File: config.mk
export PLATFORM = sky130hd
export DESIGN_NAME = kbd_frame_rx
export DESIGN_NICKNAME = d
export VERILOG_FILES = /design/src/rtl/kbdrx_pkg.sv /design/src/rtl/kbdrx_sync.sv /design/src/rtl/kbdrx_fsm.sv /design/src/rtl/kbdrx_fifo.sv /design/src/rtl/kbd_frame_rx.sv
export SDC_FILE = /design/constraint.sdc
export NUM_CORES = 1
export LEC_CHECK = 0
export BUFFER_PORTS_ARGS = -buffer_cell sky130_fd_sc_hd__buf_2
export CAP_MARGIN = 30
export CORE_ASPECT_RATIO = 0.6
export CORE_MARGIN = 5
export CORE_UTILIZATION = 40
export DETAILED_ROUTE_END_ITERATION = 12
export PLACE_DENSITY = 0.6
export SLEW_MARGIN = 10
export SYNTH_ARGS = -nofsm -noshare
export SYNTH_HDL_FRONTEND = slang
export SYNTH_SLANG_ARGS = --single-unit
File: constraint.sdc
create_clock -name clk -period 4.9 [get_ports clk]
set_input_delay 0.245 -clock clk [delete_from_list [all_inputs] [get_ports clk]]
set_output_delay 0.245 -clock clk [all_outputs]
set_load 0.01 [all_outputs]
File: src/rtl/kbdrx_pkg.sv
package kbdrx_pkg;
    typedef enum logic [1:0] {
        PH_IDLE = 2'd0,
        PH_DATA = 2'd1,
        PH_PAR  = 2'd2
    } rx_phase_e;

    localparam int BYTE_W = 8;
endpackage

File: src/rtl/kbdrx_sync.sv
module kbdrx_sync #(
    parameter int STAGES = 2
) (
    input  logic clk,
    input  logic rst_n,
    input  logic kb_clk_i,
    input  logic kb_data_i,
    output logic clk_s_o,
    output logic data_s_o,
    output logic rise_o
);
    localparam int LINES = 2;

    logic [LINES-1:0] raw_w;
    logic [LINES-1:0] sync_w;
    logic             prev_d, prev_q;

    assign raw_w = {kb_data_i, kb_clk_i};

    generate
        for (genvar g = 0; g < LINES; g++) begin : g_line
            logic [STAGES-1:0] chain_d, chain_q;
            always_comb begin
                chain_d = {chain_q[STAGES-2:0], raw_w[g]};
            end
            always_ff @(posedge clk or negedge rst_n) begin
                if (!rst_n) chain_q <= '1;
                else        chain_q <= chain_d;
            end
            assign sync_w[g] = chain_q[STAGES-1];
        end
    endgenerate

    always_comb begin
        prev_d = sync_w[0];
    end

    always_ff @(posedge clk or negedge rst_n) begin
        if (!rst_n) prev_q <= 1'b1;
        else        prev_q <= prev_d;
    end

    assign clk_s_o  = sync_w[0];
    assign data_s_o = sync_w[1];
    assign rise_o   = sync_w[0] & ~prev_q;

    // an edge marker lasts one cycle
    assert_single_rise_R1: assert property (@(posedge clk) disable iff (!rst_n)
        rise_o |=> !rise_o);
endmodule

File: src/rtl/kbdrx_fsm.sv
module kbdrx_fsm
    import kbdrx_pkg::*;
#(
    parameter int TIMEOUT_CYC = 100000
) (
    input  logic              clk,
    input  logic              rst_n,
    input  logic              rise_i,
    input  logic              data_i,
    input  logic              inhibit_i,
    output logic              push_o,
    output logic [BYTE_W-1:0] byte_o,
    output logic              err_par_o,
    output logic              err_frm_o,
    output logic              err_to_o,
    output logic              resend_o
);
    localparam int TMR_W = $clog2(TIMEOUT_CYC + 1);
    localparam int CNT_W = $clog2(BYTE_W);

    typedef struct packed {
        rx_phase_e         phase;
        logic [CNT_W-1:0]  bitn;
        logic [BYTE_W-1:0] shift;
        logic              par;
        logic [TMR_W-1:0]  tmr;
        logic              push;
        logic [BYTE_W-1:0] byte_out;
        logic              err_par;
        logic              err_frm;
        logic              err_to;
        logic              resend;
    } fsm_state_t;

    fsm_state_t d, q;

    always_comb begin
        d         = q;
        d.push    = 1'b0;
        d.err_par = 1'b0;
        d.err_frm = 1'b0;
        d.err_to  = 1'b0;
        d.resend  = 1'b0;

        if (inhibit_i) begin
            d.phase = PH_IDLE;
            d.bitn  = '0;
            d.shift = '0;
            d.par   = 1'b0;
            d.tmr   = '0;
        end else if (rise_i) begin
            d.tmr = '0;
            unique case (q.phase)
                PH_IDLE: begin
                    d.shift = '0;
                    d.par   = 1'b0;
                    d.bitn  = '0;
                    if (!data_i) begin
                        d.phase = PH_DATA;
                    end else begin
                        d.err_frm = 1'b1;
                        d.resend  = 1'b1;
                    end
                end
                PH_DATA: begin
                    d.shift = {data_i, q.shift[BYTE_W-1:1]};
                    d.par   = q.par ^ data_i;
                    if (q.bitn == CNT_W'(BYTE_W - 1)) begin
                        d.phase = PH_PAR;
                    end else begin
                        d.bitn = q.bitn + 1'b1;
                    end
                end
                PH_PAR: begin
                    if (q.par ^ data_i) begin
                        d.push     = 1'b1;
                        d.byte_out = q.shift;
                    end else begin
                        d.err_par = 1'b1;
                        d.resend  = 1'b1;
                    end
                    d.phase = PH_IDLE;
                    d.bitn  = '0;
                    d.shift = '0;
                    d.par   = 1'b0;
                end
                default: d.phase = PH_IDLE;
            endcase
        end else if (q.phase != PH_IDLE) begin
            if (q.tmr == TMR_W'(TIMEOUT_CYC - 1)) begin
                d.err_to = 1'b1;
                d.phase  = PH_IDLE;
                d.bitn   = '0;
                d.shift  = '0;
                d.par    = 1'b0;
                d.tmr    = '0;
            end else begin
                d.tmr = q.tmr + 1'b1;
            end
        end
    end

    always_ff @(posedge clk or negedge rst_n) begin
        if (!rst_n) begin
            q       <= '0;
            q.phase <= PH_IDLE;
        end else begin
            q <= d;
        end
    end

    assign push_o    = q.push;
    assign byte_o    = q.byte_out;
    assign err_par_o = q.err_par;
    assign err_frm_o = q.err_frm;
    assign err_to_o  = q.err_to;
    assign resend_o  = q.resend;

    // inhibit forces the idle phase on the next cycle
    assert_inhibit_idle_R7: assert property (@(posedge clk) disable iff (!rst_n)
        inhibit_i |=> (q.phase == PH_IDLE));
    // a resend request always accompanies a parity or start error
    assert_resend_with_err_R4: assert property (@(posedge clk) disable iff (!rst_n)
        resend_o |-> (err_par_o || err_frm_o));
    // a byte is only produced in answer to a keyboard clock edge
    assert_push_on_edge_R1: assert property (@(posedge clk) disable iff (!rst_n)
        push_o |-> $past(rise_i));
    // an aborted frame leaves the receiver idle
    assert_timeout_idle_R5: assert property (@(posedge clk) disable iff (!rst_n)
        err_to_o |-> (q.phase == PH_IDLE));
    // parity error pulse lasts one cycle
    assert_par_pulse_R2: assert property (@(posedge clk) disable iff (!rst_n)
        err_par_o |=> !err_par_o);
endmodule

File: src/rtl/kbdrx_fifo.sv
module kbdrx_fifo #(
    parameter int WIDTH = 8,
    parameter int DEPTH = 4
) (
    input  logic             clk,
    input  logic             rst_n,
    input  logic             push_i,
    input  logic [WIDTH-1:0] wdata_i,
    input  logic             ready_i,
    output logic             valid_o,
    output logic [WIDTH-1:0] rdata_o,
    input  logic             clr_i,
    output logic             ovf_o
);
    localparam int PTR_W = (DEPTH > 1) ? $clog2(DEPTH) : 1;
    localparam int CNT_W = $clog2(DEPTH + 1);

    typedef struct packed {
        logic [PTR_W-1:0] wr;
        logic [PTR_W-1:0] rd;
        logic [CNT_W-1:0] cnt;
        logic             ovf;
    } fifo_state_t;

    fifo_state_t d, q;
    logic [WIDTH-1:0] mem_q [DEPTH];
    logic             do_pop, do_push, full;

    function automatic logic [PTR_W-1:0] bump(input logic [PTR_W-1:0] p);
        return (p == PTR_W'(DEPTH - 1)) ? '0 : p + 1'b1;
    endfunction

    always_comb begin
        full    = (q.cnt == CNT_W'(DEPTH));
        do_pop  = (q.cnt != '0) && ready_i;
        do_push = push_i && !full;
        d       = q;
        if (do_push) d.wr = bump(q.wr);
        if (do_pop)  d.rd = bump(q.rd);
        case ({do_push, do_pop})
            2'b10:   d.cnt = q.cnt + 1'b1;
            2'b01:   d.cnt = q.cnt - 1'b1;
            default: d.cnt = q.cnt;
        endcase
        if (push_i && full) d.ovf = 1'b1;
        else if (clr_i)     d.ovf = 1'b0;
    end

    always_ff @(posedge clk or negedge rst_n) begin
        if (!rst_n) q <= '0;
        else        q <= d;
    end

    always_ff @(posedge clk) begin
        if (do_push) mem_q[q.wr] <= wdata_i;
    end

    assign valid_o = (q.cnt != '0);
    assign rdata_o = mem_q[q.rd];
    assign ovf_o   = q.ovf;

    // overflow flag only leaves on a clear
    assert_ovf_sticky_R9: assert property (@(posedge clk) disable iff (!rst_n)
        (ovf_o && !clr_i) |=> ovf_o);
    // a pop without a push shrinks the occupancy by one
    assert_pop_shrinks_R8: assert property (@(posedge clk) disable iff (!rst_n)
        (valid_o && ready_i && !push_i) |=> (q.cnt == $past(q.cnt) - 1'b1));
    // head holds while the consumer stalls
    assert_hold_on_stall_R8: assert property (@(posedge clk) disable iff (!rst_n)
        (valid_o && !ready_i) |=> (valid_o && $stable(rdata_o)));
endmodule

File: src/rtl/kbd_frame_rx.sv
module kbd_frame_rx #(
    parameter int         SYNC_STAGES = 2,
    parameter int         TIMEOUT_CYC = 100000,
    parameter int         FIFO_DEPTH  = 4,
    parameter logic [7:0] RESEND_CODE = 8'hFE
) (
    input  logic       clk,
    input  logic       rst_n,
    input  logic       kb_clk_i,
    input  logic       kb_data_i,
    input  logic       inhibit_i,
    output logic       data_oe_o,
    output logic [7:0] rx_data_o,
    output logic       rx_valid_o,
    input  logic       rx_ready_i,
    output logic       rx_overflow_o,
    input  logic       ovf_clear_i,
    output logic       err_parity_o,
    output logic       err_frame_o,
    output logic       err_timeout_o,
    output logic       resend_req_o,
    output logic [7:0] resend_code_o
);
    import kbdrx_pkg::*;

    logic              clk_s, data_s, rise;
    logic              push;
    logic [BYTE_W-1:0] byte_w;

    kbdrx_sync #(.STAGES(SYNC_STAGES)) u_sync (
        .clk       (clk),
        .rst_n     (rst_n),
        .kb_clk_i  (kb_clk_i),
        .kb_data_i (kb_data_i),
        .clk_s_o   (clk_s),
        .data_s_o  (data_s),
        .rise_o    (rise)
    );

    kbdrx_fsm #(.TIMEOUT_CYC(TIMEOUT_CYC)) u_fsm (
        .clk       (clk),
        .rst_n     (rst_n),
        .rise_i    (rise),
        .data_i    (data_s),
        .inhibit_i (inhibit_i),
        .push_o    (push),
        .byte_o    (byte_w),
        .err_par_o (err_parity_o),
        .err_frm_o (err_frame_o),
        .err_to_o  (err_timeout_o),
        .resend_o  (resend_req_o)
    );

    kbdrx_fifo #(.WIDTH(BYTE_W), .DEPTH(FIFO_DEPTH)) u_fifo (
        .clk     (clk),
        .rst_n   (rst_n),
        .push_i  (push),
        .wdata_i (byte_w),
        .ready_i (rx_ready_i),
        .valid_o (rx_valid_o),
        .rdata_o (rx_data_o),
        .clr_i   (ovf_clear_i),
        .ovf_o   (rx_overflow_o)
    );

    assign data_oe_o     = inhibit_i;
    assign resend_code_o = RESEND_CODE;

    logic unused_clk_s;
    assign unused_clk_s = clk_s;

    // a start error never coincides with a delivered byte
    assert_frame_no_push_R3: assert property (@(posedge clk) disable iff (!rst_n)
        err_frame_o |-> !push);
endmodule

### Yosys cells after proc, flatten, opt, wreduce, memory -nomap -nowiden

Memories as Yosys holds them, arrays and structs flattened.
Cells that the tools add are included.
W data, S select, Z words.

| cells by class | value |
|---|---|
| reductions and logical operators | 16 |
| bitwise operators | 4 |
| multiplexer cells | 29 |
| equal/unequal tests | 13 |
| add/sub/neg operators | 6 |

Operator list:

| kind | number |
|---|---|
| $mux W31 | 3 |
| $pmux W12 S2 | 1 |
| $add A17 B1 Y17 const B | 1 |
| $eq A17 B17 Y1 const B | 1 |
| $mux W17 | 1 |
| $mux W14 | 1 |
| $mux W13 | 1 |
| $reduce_and A4 Y1 | 3 |
| $mux W1 | 11 |
| $mux W11 | 1 |
| $mux W10 | 1 |
| $mux W9 | 1 |
| $reduce_bool A3 Y1 | 3 |
| $eq A2 B2 Y1 const B | 4 |
| $mux W2 | 4 |
| $ne A4 B3 Y1 const B | 2 |
| $ne A4 B4 Y1 const B | 2 |
| $add A3 B1 Y3 const B | 2 |
| $eq A3 B3 Y1 const B | 2 |
| $pmux W3 S2 | 1 |
| $reduce_bool A2 Y1 | 3 |
| $add A2 B1 Y2 const B | 2 |
| $eq A2 B1 Y1 const B | 2 |
| $pmux W2 S2 | 1 |
| 11 further kinds | 14 |

| storage, ports and cells | value |
|---|---|
| bits in writable memories | 32 |
| bits in registers | 57 |
| output and inout bits | 23 |
| memories | 1 |

Memories:

| name | depth | width | read ports | clocked after memory_dff | write ports | RTL line | text |
|---|---|---|---|---|---|---|---|
| u_fifo.mem_q | 4 | 8 | 1 | 0 | 1 | kbdrx_fifo.sv:26 | `logic [WIDTH-1:0] mem_q [DEPTH];` |

### Depth between registers and ports, before layout

Gate-level depths: netlist of the first run.

| logic depth | value |
|---|---|
| depth after elaboration | 5 |
| gate-level depth with buffers | 9 |
| gate-level depth less buffers | 9 |

### Hierarchy

From an unflattened synthesis of the first run, not the netlist that was laid out.

| unflattened totals | value |
|---|---|
| cells, all modules | 301 |
| area total of the unflattened synthesis | 4117.7 um^2 |

Modules (own cells, without submodules):

| module | cells each | area each (um^2) | instances | seq. area each (um^2) |
|---|---|---|---|---|
| kbdrx_fsm | 198 | 2249.7 | 1 | 1101.1 |
| kbdrx_fifo | 86 | 1647.8 | 1 | 1161.1 |
| kbdrx_sync | 6 | 145.1 | 1 | 131.4 |
| kbd_frame_rx | 11 | 75.1 | 1 | 0.0 |

### Least setup slack after synthesis of the first run

OpenSTA, ideal clock, no wires.

| timing path | value |
|---|---|
| path kind | register -> register |
| start point | register u_fsm.q[26] (netlist bit) |
| end point | register u_fsm.q[43] (netlist bit) |
| required time | 4.766 ns |
| buffers on the path | 2 |
| library setup time | 0.134 ns |
| arrival time | 1.923 ns |
| slack | 2.844 ns |
| stages on the path, launching flop included | 7 |
| cell sequence | dfrtp_1 or4_1 or4_1 buf_2 o21ai_4 buf_6 mux2i_2 |

| on the way | value |
|---|---|
| longest elaborated chain between the ends | 3 |

RTL lines:

| what | RTL line | text |
|---|---|---|
| start, declared | kbdrx_fsm.sv:35 | `fsm_state_t d, q;` |
| $eq A17 B17 Y1 | kbdrx_fsm.sv:90 | `if (q.tmr == TMR_W'(TIMEOUT_CYC - 1)) begin` |
| $reduce_bool A3 Y1 (no source line) | -- |  |
| $reduce_and A4 Y1 (no source line) | -- |  |

No other way between the ends.
A chain may end at the register's enable or synchronous reset.

### Worst setup path after layout of the first run

| timing path | value |
|---|---|
| start point | register u_fsm.q[26] (netlist bit) |
| end point | register u_fsm.q[39] (netlist bit) |

Same word-level chain as after synthesis.

==> results of run 1 <==
[critical path: stages (launching register included)]
cell and delay, ns:
dfrtp_1 0.41, or4_1 0.59, or4_1 0.72, o21ai_4 0.40
a31oi_1 0.14
[flip-flops by register name, indices dropped and copies added (netlist names)]
| signal | cells |
|---|---|
| u_fsm.push_o | 1 |
| u_fifo.mem_q | 32 |
| u_fsm.q | 31 |
| u_fsm.err_frm_o | 1 |
| u_fifo.q | 7 |
| u_sync.prev_q | 1 |
| u_fifo.ovf_o | 1 |
| u_fsm.resend_o | 1 |
| u_fsm.err_par_o | 1 |
| u_fsm.byte_o | 8 |
| u_sync.g_line.chain_q | 4 |
| u_fsm.err_to_o | 1 |
[worst min path at each step]
stage                                                     start                               endpoint  slack, ns  cells past startpoint
final                                                     rst_n               u_fifo.ovf_o$_DFFE_PN0P_       0.05                      2
after global routing                                      rst_n               u_fifo.ovf_o$_DFFE_PN0P_       0.11                      2
after CTS                                                 rst_n               u_fifo.ovf_o$_DFFE_PN0P_       0.07                      2
after detailed placement  u_sync.g_line[0].chain_q[0]$_DFF_PN1_  u_sync.g_line[0].chain_q[1]$_DFF_PN1_       0.35                      0
after global placement    u_sync.g_line[1].chain_q[0]$_DFF_PN1_  u_sync.g_line[1].chain_q[1]$_DFF_PN1_       0.35                      0
after floorplan                                           rst_n               u_fifo.ovf_o$_DFFE_PN0P_      -0.05                      0
[synthesized netlist by cell type (all sizes together) (3+ instances only)]
cell and instances:
a21oi 10, a22o 10, a31oi 3, and2 5, and3 4, buf 13, clkbuf 6, dfrtp 52
dfstp 5, edfxtp 32, ha 9, inv 12, mux2 9, mux4 8, nand2 18, nand3 10
nand4 4, nor2 10, nor3 4, o211ai 3, o21ai 9, o31ai 9, or3 3, or4 12
xor2 5
[cell families (layout without fill, tap and decap cells)]
| group | Yosys count | count (layout) |
|---|---|---|
| AOI/OAI and AO/OA | 51 | 51 |
| xor gates and xnor gates | 6 | 6 |
| adders and majority gates | 10 | 10 |
| buffers and inverters | 31 | 54 |
| DFF | 89 | 89 |
| muxes | 19 | 19 |
| other | 2 | 8 |
| and+or+nand+nor | 86 | 86 |
[area by class of cell]
cell class	count	area (µm²)	area share, %
Tap cell	130	163	3.65
Clock buffer	9	225	5.05
Clock inverter	7	119	2.67
Timing Repair Buffer	26	145	3.26
Multi-Input combinational cell	180	1370	30.7
Sequential cell	89	2390	53.7
Inverter	12	45.0	1.01
[cell usage in the layout, fill, tap and decap left out, types with 8 or more instances in the layout]
cell / n
dfrtp_1: 52
edfxtp_1: 32
buf_2: 22
nand2_1: 18
inv_1: 12
or4_1: 12
nor2_1: 10
a22o_1: 10
a21oi_1: 10
nand3_1: 10
mux2_2: 9
o31ai_1: 9
ha_1: 9
clkbuf_16: 9
mux4_2: 8
o21ai_0: 8
conb_1: 8
[per-stage QoR]
stage                     util, %  hold WS (ns)  cell area (µm²)  cells  total power [W]
after floorplan                 -       -0.0506             3920    300         0.000996
after global placement       43.9         0.347             4090    434          0.00103
after detailed placement     43.9         0.350             4090    435          0.00104
after CTS                    47.8        0.0691             4460    453          0.00183
after global routing         47.8         0.112             4460    453          0.00190
final                        47.8        0.0453             4460    453          0.00180
[layer usage]
metal	vias to the layer above	wire length, µm	global-route usage [%]
met5	-	0	0
met4	0	86	4.08
met3	8	422	4.87
met2	54	2680	15.8
met1	1148	3960	22.0
li1	1143	-	-
[power by group]
| group | internal [W] | switching (W) | leakage (nW) |
|---|---|---|---|
| clock | 0.000498 | 0.000280 | 0.163 |
| combinational | 0.0000865 | 0.0000798 | 0.601 |
| sequential | 0.000800 | 0.0000599 | 1.00 |
==> results.cfg, run 1 <==
[outcome]
status = completed

[worst_setup_path]
worstPathMaxFanout = 12
crit_path_start = u_fsm.q[26]$_DFFE_PN0N_
setup.worst_path.end_class = flip-flop
ff2ff_setup_slack_ns = 2.49
cp-start-kind = flip-flop
reg2regPathDepth = 4
critPathKind = flip-flop to flip-flop
worstReg2RegEnd = u_fsm.q[39]$_DFFE_PN0P_
worstPathRequired_ns = 5.10
arrival_ns = 2.61
crit_end = u_fsm.q[39]$_DFFE_PN0P_
r2r_start = u_fsm.q[26]$_DFFE_PN0N_

[placement]
dpl.hpwl_mm = 4.90
port_buffers = 21
gp_congestion = 0.829
pre_cts_slack_ns = 2.51

[synth]
avgSynthCellArea_um2 = 13.3
yosys-mux-area-fraction_pct = 7.83
synth_edf_count = 32
synthCells = 294
synth_seq_cells = 89
synth_cell_types = 51
synth_warnings = 0
synthAdderAreaFrac_pct = 3.40
synth.cell_area_um2 = 3900
synth_simple_gate_area_share_pct = 12.6
ys.flop_type = dfrtp_1
yosysTopAreaCell = dfrtp_1
synth_top_family_by_area = simple AND/OR/NAND/NOR gates
synthArstFlopShare_pct = 64.0
synth_top_area_share_pct = 33.4
yosysSeqAreaShare_pct = 61.4
synth_compound_area_share_pct = 9.18
yosys-top-cells-area = dfrtp_1 33%, edfxtp_1 25%, mux4_2 4.6%
synth_xor_area_share_pct = 1.35

[grt]
grt_start_max_net_pins = 58
grt_pass1_vias = 2271
antenna_found_initial = 0
overflow = 0
grt_pass1_wl_mm = 12.1
track_usage_pct = 13.4

[timing]
worst_slew_pin_slew_ns = 0.760
fin_setup_tns_ns = 0
finalSetupViolCount = 0
fmax_ghz = 0.415
hold_viol_final = 0
worst_slack_ns = 2.49
finalCritPeriodShare_pct = 49.2
rsz0062_at_grt = no
slew-limit-headroom_pct = 48.7
finalClockSkew_ns = 0.00671
drv_slew = 0
final.min_clock_period_ns = 2.41

[floorplan]
ioPinCount = 30
std_cell_rows = 27
fp.dieW_um = 137
die-area_um2 = 11900
die_h_um = 86.5
core_area_um2 = 9320
initial_core_util_pct = 41.8

[clock_network]
post_cts_buffers = 0
tritoncts.num_buffers = 9
clkTransAtPathRegs_ns = 0.06
post_cts_resized = 0
cts-root-buf = clkbuf_16
clock_latency_ns = 0.34
cts_tree = done
clock_sinks = 89
htreeDepth = 3
cts.path.max_buffers = 2
ctsHoldBuffers = 2

[cells_and_area]
nFillCells = 848
syn2layout_area_growth_pct = 14.4
n_antenna_cell = 0
fin_nets = 335
drive_above_1_share_pct = 19.8

[detailed_routing]
drc = 0
num_vias = 2353
drtIter0Drc = 139
wl_mm = 7.15
vias_per_cell = 5.19
postRouteAntennaNets = 0
drt-pass1-iter-count = 6
wl_per_cell_um = 15.8

[hold_path]
hp-class = input pin to asynchronous set/reset pin

[power]
irDropWorstVdd_v = 0.000200
p_leak_nw = 1.76
p_per_area_nw_per_um2 = 405

[job]
drv_cap = 0
Power figures use the tool's default switching activity.
==> inputs of run 2 (changes only) <==
--- a/config.mk
+++ b/config.mk
@@ -5,13 +5,14 @@
 export SDC_FILE = /design/constraint.sdc
 export NUM_CORES = 1
 export LEC_CHECK = 0
+export ABC_AREA = 1
 export BUFFER_PORTS_ARGS = -buffer_cell sky130_fd_sc_hd__buf_2
 export CAP_MARGIN = 30
 export CORE_ASPECT_RATIO = 0.6
 export CORE_MARGIN = 5
 export CORE_UTILIZATION = 40
 export DETAILED_ROUTE_END_ITERATION = 12
-export PLACE_DENSITY = 0.6
+export PLACE_DENSITY = 0.62
 export SLEW_MARGIN = 10
 export SYNTH_ARGS = -nofsm -noshare
 export SYNTH_HDL_FRONTEND = slang
==> constraint.sdc (replaced) <==
create_clock -name clk -period 2.02 [get_ports clk]
set_input_delay 0.101 -clock clk [delete_from_list [all_inputs] [get_ports clk]]
set_output_delay 0.101 -clock clk [all_outputs]
set_load 0.01 [all_outputs]
==> results.cfg, run 2 <==
[outcome]
status = completed

[clock_network]
clkTransAtPathRegs_ns = 0.06
clock_sinks = 89
htreeDepth = 3
clock_latency_ns = 0.34
tritoncts.num_buffers = 9
cts_tree = done
cts.path.max_buffers = 2
cts-root-buf = clkbuf_16

[worst_setup_path]
crit_path_start = u_fifo.q[1]$_DFFE_PN0P_
ff2ff_setup_slack_ns = 0.18
worstPathMaxFanout = 5
setup.worst_path.end_class = flip-flop
cp_num_buf_inv = 3
path_depth = 9
arrival_ns = 2.05
reg2regPathDepth = 9
r2r_start = u_fifo.q[1]$_DFFE_PN0P_
cp-start-kind = flip-flop
critPathKind = flip-flop to flip-flop
worstReg2RegEnd = u_fifo.q[3]$_DFFE_PN0P_
slowest_stage = dfrtp_1
path_cells = inv_2 > a31oi_4 > inv_1 > ha_1 > inv_1 > fa_1 > a21oi_1 > o21ai_0 > xor2_1
cp_top_family = adder cells
worstPathRequired_ns = 2.24
crit_top_cell = inv_1
crit_end = u_fifo.q[3]$_DFFE_PN0P_
max_stage_delay_ns = 0.40

[cells_and_area]
final_common_cell = nand2_1
syn2layout_area_growth_pct = 14.7
drive_above_1_share_pct = 17.5
final_cell_mix = 94 x nand2_1, 59 x nor2_1, 52 x dfrtp_1, 39 x inv_1, 32 x edfxtp_1
largest_reg_flops = 32
largest_register = u_fifo.mem_q
post-route-util_pct = 47.1
fin_nets = 476
n_antenna_cell = 0
fin_cells = 599

[floorplan]
fp.dieW_um = 140
core_area_um2 = 9910
ioPinCount = 30
initial_core_util_pct = 41.1
std_cell_rows = 28
die-area_um2 = 12400
die_h_um = 88.2

[synth]
synth_warnings = 0
synthCells = 423
synth_top_area_share_pct = 31.9
yosys-top-cells-area = dfrtp_1 32%, edfxtp_1 24%, nand2_1 8.7%
synthArstFlopShare_pct = 64.0
ys.flop_type = dfrtp_1
avgSynthCellArea_um2 = 9.64
synth_commonest_cells = 94 x nand2_1, 59 x nor2_1, 52 x dfrtp_1
synth_seq_cells = 89
synth_edf_count = 32
synth_cell_types = 35
synth.cell_area_um2 = 4080
yosysSeqAreaShare_pct = 58.7
synth_most_common_cell = nand2_1
yosysTopAreaCell = dfrtp_1

[detailed_routing]
wl_per_cell_um = 12.7
drtIter0Drc = 265
drt-pass1-iter-count = 4
postRouteAntennaNets = 0
drc = 0
wl_mm = 7.63
vias_per_cell = 4.69
num_vias = 2810

[grt]
antenna_found_initial = 0
overflow = 0
grt_pass1_wl_mm = 13.2
grt_start_max_net_pins = 34
track_usage_pct = 13.7
grt_pass1_vias = 2672

[timing]
drv_slew = 0
final.min_clock_period_ns = 1.84
finalSetupViolCount = 0
worst_slew_pin_slew_ns = 0.611
finalCritPeriodShare_pct = 91.0
slew-limit-headroom_pct = 59.3
fmax_ghz = 0.544
finalClockSkew_ns = 0.00552
hold_viol_final = 0

[power]
p_per_area_nw_per_um2 = 942
p_leak_nw = 2.05
finalPower_w = 0.00440
irDropWorstVdd_v = 0.000485

[hold_path]
hp-class = input pin to flip-flop

[placement]
port_buffers = 21
gp_congestion = 0.829
dpl.hpwl_mm = 5.49
dp_cells = 578

[job]
drv_cap = 0
==> run 2: cell types whose count changed after synthesis, sizes merged, moves of 5 or more <==
cell   before  now
nand2      18  100
nor2       10   63
inv        12   46
o21ai       9   38
or4        12    0
nand3      10   21
a22o       10    0
mux2        9    0
o31ai       9    0
mux4        8    0
o22ai       1    9
a21oi      10    3
nand4       4    9
==> run 2: per-stage QoR <==
stage / hold WS [ns] / TNS, ns / setup slack, ns / instance area, µm²
after floorplan: -0.195 / 0 / 0.164 / 4100
after global placement: 0.155 / 0 / 0.145 / 4330
after detailed placement: 0.158 / 0 / 0.0668 / 4330
after CTS: 0.130 / 0 / 0.0587 / 4650
after global routing: 0.169 / -0.00138 / -0.00138 / 4670
final: 0.138 / 0 / 0.182 / 4670
==> run 2: final cells by class <==
| cell class | count | area, µm² |
|---|---|---|
| Inverter | 47 | 176 |
| Clock buffer | 9 | 225 |
| Timing Repair Buffer | 35 | 233 |
| Clock inverter | 7 | 53.8 |
| Sequential cell | 89 | 2390 |
| Fill cell | 926 | 5240 |
| Multi-Input combinational cell | 277 | 1420 |
| Tap cell | 135 | 169 |
==> run 2: how the worst min path moves through the flow <==
stage / cells after the start / startpoint / end / slack, ns
global route: 4 / inhibit_i / u_fsm.err_to_o$_DFF_PN0_ / 0.17
CTS: 4 / inhibit_i / u_fsm.err_to_o$_DFF_PN0_ / 0.13
detailed placement: 1 / rst_n / u_fifo.ovf_o$_DFFE_PN0P_ / 0.16
finish: 4 / inhibit_i / u_fsm.err_to_o$_DFF_PN0_ / 0.14
global placement: 1 / rst_n / u_fifo.ovf_o$_DFFE_PN0P_ / 0.16
floorplan: 0 / rst_n / u_fifo.ovf_o$_DFFE_PN0P_ / -0.19
==> run 2: cells by family after synthesis <==
logic type	count (synthesis)	synth area share, %
fa+ha+maj	10	3.25
buf+inv	63	7.27
xor+xnor	8	1.72
other cells	2	0.184
compound gates	52	7.58
flops	89	58.7
simple gates	199	21.3
==> run 2: worst register-to-register path: stages, from the launching register on <==
cell and delay [ns]:
dfrtp_1 0.40, inv_2 0.12, a31oi_4 0.11, inv_1 0.09
ha_1 0.15, inv_1 0.07, fa_1 0.38, a21oi_1 0.14
o21ai_0 0.10, xor2_1 0.15
==> run 2: timing repair <==
action | 4_1_cts | 5_1_grt
setup buffers | 0 | 1
resized for setup | 0 | 5
endpoints found under the hold margin | 22 | 0
setup endpoints to repair | 0 | 2
hold buffers | 4 | 0
==> run 2: where the power goes <==
group	total [W]	switching, W	internal (W)
combinational	0.000874	0.000556	0.000318
sequential	0.00199	0.0000633	0.00193
clock	0.00154	0.000697	0.000841
==> run 2: per-layer routing <==
metal	track usage, %	wire length, µm
met1	19.6	4050
met2	19.7	3140
met3	4.20	391
met4	4.84	54
met5	0	0
